## src/rtl/dispatch_pkg.sv

```systemverilog
package dispatch_pkg;

  // Supply check on a common wide scale so any counter width compares cleanly.
  function automatic logic supply_covers(input logic [15:0] avail, input logic [15:0] need);
    return avail >= need;
  endfunction

  // Number of set bits in a two-entry flag pair.
  function automatic logic [1:0] pair_pop(input logic a, input logic b);
    return {1'b0, a} + {1'b0, b};
  endfunction

endpackage

```

## src/rtl/dispatch_slot_probe.sv

```systemverilog
module dispatch_slot_probe #(
  parameter int NUM_UNITS = 8,
  parameter int UNIT_W    = $clog2(NUM_UNITS)
) (
  input  logic                 valid,
  input  logic [UNIT_W-1:0]    unit,
  input  logic [NUM_UNITS-1:0] unit_busy,
  output logic                 unit_ready
);
  localparam logic [UNIT_W:0] UNIT_LIMIT = NUM_UNITS[UNIT_W:0];

  logic in_range;
  logic vacancy;

  always_comb begin
    in_range   = {1'b0, unit} < UNIT_LIMIT;
    vacancy    = in_range && !unit_busy[unit];
    unit_ready = valid && vacancy;
  end

  always_comb begin
    AST_READY_NEEDS_VACANCY: assert (!(unit_ready && unit_busy[unit]))
      else $error("ready entry targets busy unit");
    AST_READY_NEEDS_VALID: assert (valid || !unit_ready)
      else $error("invalid entry marked ready");
  end

endmodule

```

## src/rtl/dispatch_supply_gate.sv

```systemverilog
module dispatch_supply_gate
  import dispatch_pkg::*;
#(
  parameter int REN_W = 6,
  parameter int CQ_W  = 4
) (
  input  logic             wr0,
  input  logic             wr1,
  input  logic [REN_W-1:0] ren_free,
  input  logic [CQ_W-1:0]  cq_free,
  output logic             solo_fits,
  output logic             pair_fits
);
  logic [1:0] pair_ren_need;

  always_comb begin
    pair_ren_need = pair_pop(wr0, wr1);
    solo_fits = supply_covers(16'(cq_free), 16'd1) &&
                supply_covers(16'(ren_free), 16'(wr0));
    pair_fits = supply_covers(16'(cq_free), 16'd2) &&
                supply_covers(16'(ren_free), 16'(pair_ren_need));
  end

  always_comb begin
    AST_PAIR_IMPLIES_SOLO: assert (!pair_fits || solo_fits)
      else $error("pair fits but single entry does not");
    AST_EMPTY_CQ_BLOCKS: assert (cq_free != '0 || !solo_fits)
      else $error("supply passes with empty completion queue");
  end

endmodule

```

## src/rtl/dispatch_ctrl.sv

```systemverilog
module dispatch_ctrl
  import dispatch_pkg::*;
#(
  parameter int NUM_UNITS = 8,
  parameter int UNIT_W    = $clog2(NUM_UNITS),
  parameter int REN_W     = 6,
  parameter int CQ_W      = 4
) (
  input  logic                 slot0_valid,
  input  logic [UNIT_W-1:0]    slot0_unit,
  input  logic                 slot0_wr,
  input  logic                 slot1_valid,
  input  logic [UNIT_W-1:0]    slot1_unit,
  input  logic                 slot1_wr,
  input  logic [NUM_UNITS-1:0] unit_busy,
  input  logic [REN_W-1:0]     ren_free,
  input  logic [CQ_W-1:0]      cq_free,
  output logic [1:0]           grant,
  output logic [1:0]           disp_count,
  output logic [1:0]           ren_alloc,
  output logic [1:0]           cq_alloc
);
  localparam int SLOTS = 2;

  logic [SLOTS-1:0] slot_valid;
  logic [UNIT_W-1:0] slot_unit [SLOTS];
  logic [SLOTS-1:0] unit_ready;
  logic solo_fits, pair_fits;
  logic unit_clash;

  assign slot_valid   = {slot1_valid, slot0_valid};
  assign slot_unit[0] = slot0_unit;
  assign slot_unit[1] = slot1_unit;

  for (genvar s = 0; s < SLOTS; s++) begin : g_probe
    dispatch_slot_probe #(.NUM_UNITS(NUM_UNITS), .UNIT_W(UNIT_W)) u_probe (
      .valid     (slot_valid[s]),
      .unit      (slot_unit[s]),
      .unit_busy (unit_busy),
      .unit_ready(unit_ready[s])
    );
  end

  dispatch_supply_gate #(.REN_W(REN_W), .CQ_W(CQ_W)) u_supply (
    .wr0      (slot0_wr),
    .wr1      (slot1_wr),
    .ren_free (ren_free),
    .cq_free  (cq_free),
    .solo_fits(solo_fits),
    .pair_fits(pair_fits)
  );

  always_comb begin
    unit_clash = slot0_unit == slot1_unit;
    grant[0]   = unit_ready[0] && solo_fits;
    grant[1]   = grant[0] && unit_ready[1] && !unit_clash && pair_fits;
    disp_count = pair_pop(grant[0], grant[1]);
    ren_alloc  = pair_pop(grant[0] && slot0_wr, grant[1] && slot1_wr);
    cq_alloc   = disp_count;
  end

  always_comb begin
    AST_IN_ORDER: assert (!(grant[1] && !grant[0]))
      else $error("younger entry dispatched alone");
    AST_COUNT_LIMIT: assert (disp_count <= 2'd2)
      else $error("more than two dispatched");
    AST_REN_BOUND: assert (supply_covers(16'(ren_free), 16'(ren_alloc)))
      else $error("rename allocation exceeds supply");
    AST_CQ_BOUND: assert (supply_covers(16'(cq_free), 16'(cq_alloc)))
      else $error("completion allocation exceeds supply");
    AST_CLASH_HOLDS: assert (!(unit_clash && grant[1]))
      else $error("same unit dispatched twice");
    AST_INVALID_IDLE: assert (slot1_valid || !grant[1])
      else $error("invalid younger entry dispatched");
    AST_ALLOC_MATCH: assert (ren_alloc <= cq_alloc)
      else $error("rename request exceeds dispatched count");
  end

endmodule

```

## config.mk

```make
export PLATFORM = sky130hd
export DESIGN_NAME = dispatch_ctrl
export DESIGN_NICKNAME = d
export VERILOG_FILES = /design/src/rtl/dispatch_pkg.sv /design/src/rtl/dispatch_slot_probe.sv /design/src/rtl/dispatch_supply_gate.sv /design/src/rtl/dispatch_ctrl.sv
export SDC_FILE = /design/constraint.sdc
export NUM_CORES = 1
export LEC_CHECK = 0
export ABC_AREA = 1
export BUFFER_PORTS_ARGS = -buffer_cell sky130_fd_sc_hd__buf_2
export CAP_MARGIN = 20
export CORE_AREA = 2 2 39 41
export DETAILED_ROUTE_END_ITERATION = 8
export DIE_AREA = 0 0 41 43
export PLACE_DENSITY = 0.81
export SYNTH_ARGS = -nofsm -noshare
export SYNTH_HDL_FRONTEND = slang
export SYNTH_HIERARCHICAL = 1
export SYNTH_SLANG_ARGS = --single-unit
```

## constraint.sdc

```tcl
create_clock -name vclk -period 2.6
set_clock_uncertainty 0.2 [all_clocks]
set_input_delay 0.52 -clock vclk [all_inputs]
set_output_delay 0.52 -clock vclk [all_outputs]
set_load 0.05 [all_outputs]
```

* Word level (Yosys, flattened, before mapping) *
Index checks and enable logic that the tools add are counted.

storage, ports and cells
  bits in registers = 0
  input port bits = 28

operators by class
  add/sub/neg operators = 3
  $lt $le $gt $ge = 6
  equal/unequal tests = 1
  multiplexer cells = 4
  reduce and logical (&&, ||, !) cells = 13

operator list
  kind                count
  $logic_and 1x1->1   10
  $lt 3x4->1 const B  2
  $add 1x1->2         3
  $bmux 1 s3          2
  $ge 6x1->1          1
  $ge 6x2->1          1
  $ge 4x1->1 const B  1
  $ge 4x2->1 const B  1
  $eq 3x3->1          1
  $logic_not 1->1     3
  $mux 1              2

* Depth between registers and ports, before layout *
  depth in word-level cells = 10
  mapped depth = 12

* By module *
Netlist, hierarchy kept.

modules (own cells, without submodules)
  module                instances  cells an instance  area an instance (sq um)  sequential area each (sq um)
  dispatch_slot_probe   2          20                 81.3                      0.0
  dispatch_ctrl         1          27                 148.9                     0.0
  dispatch_supply_gate  1          24                 140.1                     0.0

* Least setup slack after synthesis *
OpenSTA, ideal clock, no wires.

  path kind = input port to output port
  start = input port slot0_wr
  end = output port disp_count[0]
  data arrival time = 2.223 ns
  data required time = 1.880 ns
  path slack = -0.343 ns
  stages on the path = 10
  buffers on the path = 1
  cells stage by stage = ha_1 ha_1 inv_1 a21boi_1 nor2_1 nor2_1 nand2_1 nor2_4 a21oi_2 buf_4

RTL lines
  item                 line                        text
  start, declared      dispatch_ctrl.sv:11         input logic slot0_wr,
  $add 1x1->2          dispatch_pkg.sv:10          return {1'b0, a} + {1'b0, b};
  $ge 6x2->1           dispatch_pkg.sv:5           return avail >= need;
  $logic_and 1x1->1    dispatch_supply_gate.sv:20  pair_fits = supply_covers(16'(cq_free), 16'd2) &&
  named net pair_fits  dispatch_ctrl.sv:28         logic solo_fits, pair_fits;
  $logic_and 1x1->1    dispatch_ctrl.sv:56         grant[1] = grant[0] && unit_ready[1] && !unit_clash && pair_fits;
  $add 1x1->2          dispatch_pkg.sv:10
  end, declared        dispatch_ctrl.sv:19         output logic [1:0] disp_count,

The timed path passes the listed nets, and every way through them passes these cells.

* Worst setup path after layout *
  start = input port slot1_wr
  end = output port ren_alloc[0]

between the ends
  longest elaborated chain between the ends = 6

RTL lines
  item                 line                        text
  start, declared      dispatch_ctrl.sv:14         input logic slot1_wr,
  $add 1x1->2          dispatch_pkg.sv:10
  $ge 6x2->1           dispatch_pkg.sv:5
  $logic_and 1x1->1    dispatch_supply_gate.sv:20
  named net pair_fits  dispatch_ctrl.sv:28
  $logic_and 1x1->1    dispatch_ctrl.sv:56
  $logic_and 1x1->1    dispatch_ctrl.sv:58         ren_alloc = pair_pop(grant[0] && slot0_wr, grant[1] && slot1_wr);
  $add 1x1->2          dispatch_pkg.sv:10
  end, declared        dispatch_ctrl.sv:20         output logic [1:0] ren_alloc,

The timed path passes the listed nets, and every way through them passes these cells.

==> qor.csv <==
stage,metric,value,unit
synthesis,netlist_instances,91,
setup_path,cp_slowest_stage_delay,260,ps
synthesis,syn_avg_cell_area,4.96,sq um
synthesis,synthesis.nets,124,
outcome,violations,negative setup slack,
route,vias,682,
setup_path,crit_buf_inv,3,
layout,final_area,868,sq um
power_and_ir_drop,power_frac_comb,100.0,%
global_routing,grt_util_all_layers,18.9,%
layout,layout.nets,167,
clock_network,cts_hold_buffers,0,
route,drt_iter0_drc,24,
layout,areaGrowthSynthToFinish,92.2,%
timing,setup_viol,7,
outcome,outcome,"finished, violations left",
timing,rsz0062_at_grt,true,
route,first_pass_iters,4,
global_routing,grt_pass1_wl,2460,um
floorplanning,boundaryPins,36,
layout,drive_gt1_share,48.5,%
setup_path,crit_path_top_delay_cell,ha_4,
synthesis,ys_warn_count,6,
setup_path,start_kind,input port,
floorplanning,die_w,41,um
synthesis,seq_area_frac_synth,0,%
placed_design,place_hpwl,1140,um
synthesis,synth_area,452,sq um
timing,final_max_slew_viol_count,0,
hold_path,worst_hold_path_type,input port to output port,
layout,final_cells,148,
setup_path,required,1880,ps
timing,fin_crit,2860,ps
power_and_ir_drop,power.internal,0.0717,mW
setup_path,cp_top_family,adder cells,
global_routing,antenna_found_initial,0,
synthesis,synth.distinct_cells,17,
layout,clkbuf_count,0,
layout,nFlopsAndLatches,0,
floorplanning,initial_core_util,32.6,%
timing,max-slew-margin-rel,83.4,%
route,viasPerCell,4.61,
timing,worst_pin_slew,251,ps
floorplanning,rows,14,
layout,seqCellArea,0,sq um
placed_design,place_inst,147,
power_and_ir_drop,ir_drop,0.0000812,V
timing,tns,-1230,ps
route,drt-total-wl,1510,um
power_and_ir_drop,power_switching,0.0897,mW
placed_design,gp_congestion,0.919,
floorplanning,coreArea,1380,sq um
route,post_drt_wl_per_cell,10.2,um
power_and_ir_drop,swShare,55.6,%
synthesis,synth.cells.most_frequent,"nand2_1 (29), inv_1 (20), nor2_1 (10)",
global_routing,grt_max_degree,8,
global_routing,grt_pass1_vias,603,
route,antenna_left,0,
flow_run,drv_cap,0,
layout,num_antenna_cells,0,
setup_path,crit_top_cell,ha_4,
timing,period_share,110,%
setup_path,cp-end-kind,output port,
floorplanning,die_h,43,um
synthesis,synthTopCellsByArea,"nand2_1 (24%), inv_1 (17%), ha_1 (14%)",
power_and_ir_drop,sequentialPowerShare,0,%
power_and_ir_drop,power,0.161,mW
synthesis,synth_top_cell_by_area,nand2_1,
power_and_ir_drop,clkPwrFrac,0,%
timing,setup_slack,-263,ps
setup_path,critical_path_peak_fanout,2,
power_and_ir_drop,leakagePower,0.490,nW
power_and_ir_drop,power_density,186,nW/um^2
route,drc_errors,0,
setup_path,path_cells,"buf_8, ha_4, ha_4, inv_2, a21boi_2, nor2_1, nor2_1, nand2_1, nor2_4, nand2_4, nor2_4, ha_4, buf_8",
timing,clock.fmax,349,MHz
setup_path,critical_path_class,input port to output port,
setup_path,cp_data_arrival_time,2140,ps
placed_design,post-place-ws,-343,ps
global_routing,overflow,0,
placed_design,io_buffers,36,
timing,hold_viol,0,
synthesis,synthMostInstantiatedCell,nand2_1,
synthesis,synth_top_area_share,24.1,%
placed_design,place_area,731,sq um
floorplanning,die_area,1760,sq um
-- final cells by class --
cell class                 instances  area (sq um)
inverter                          22          91.3
multi-input combinational         67           438
timing repair buffer              43           319
tap                               16          20.0
fill                             115           515
-- path summary, 6_finish.rpt --
check / start / end / depth (start not counted)
hold / removal: slot0_valid / grant[0] / 6
setup / recovery: slot1_wr / ren_alloc[0] / 13
-- cell usage in the layout, fill, tap and decap left out, drive strengths merged --
cell	count
buf	43
clkinvlp	1
nor2	14
ha	5
a21oi	3
xnor2	1
nand3	10
nand2	31
nand3b	1
a21boi	1
nor3	1
inv	21
-- kinds of logic after synthesis --
family	count (synthesis)	share of synthesized area, %
fa+ha+maj	5	13.9
simple gates	57	56.8
xor+xnor	1	1.94
buf+inv	24	21.6
compound gates	4	5.82
-- what timing repair did --
| item | in CTS | in global routing |
|---|---|---|
| resized for setup | 28 | 8 |
| cloned | 0 | 0 |
| pin swaps | 13 | 2 |
| buffers inserted | 1 | 0 |
| endpoints found under the setup margin | 7 | 7 |
-- per-layer routing --
layer / track usage (%) / wire [um]
met5: 0 / 0
met4: 2.00 / 0
met3: 0.524 / 61
met2: 34.1 / 862
met1: 24.1 / 590
-- power by group through the flow --
stage	Clock [mW]	Combinational, mW	Sequential [mW]
2_1_floorplan	0	0.0885	0
3_3_place_gp	0	0.129	0
3_5_place_dp	0	0.133	0
4_1_cts	0	0.154	0
5_1_grt	0	0.175	0
6_report	0	0.161	0
-- stage by stage --
step,utilization (%),hold WS (ps)
6_report,62.7,1380
5_1_grt,62.7,1400
3_3_place_gp,52.8,1390
3_5_place_dp,52.8,1390
4_1_cts,60.9,1360
2_1_floorplan,-,1110
Power figures use the tool's default switching activity.
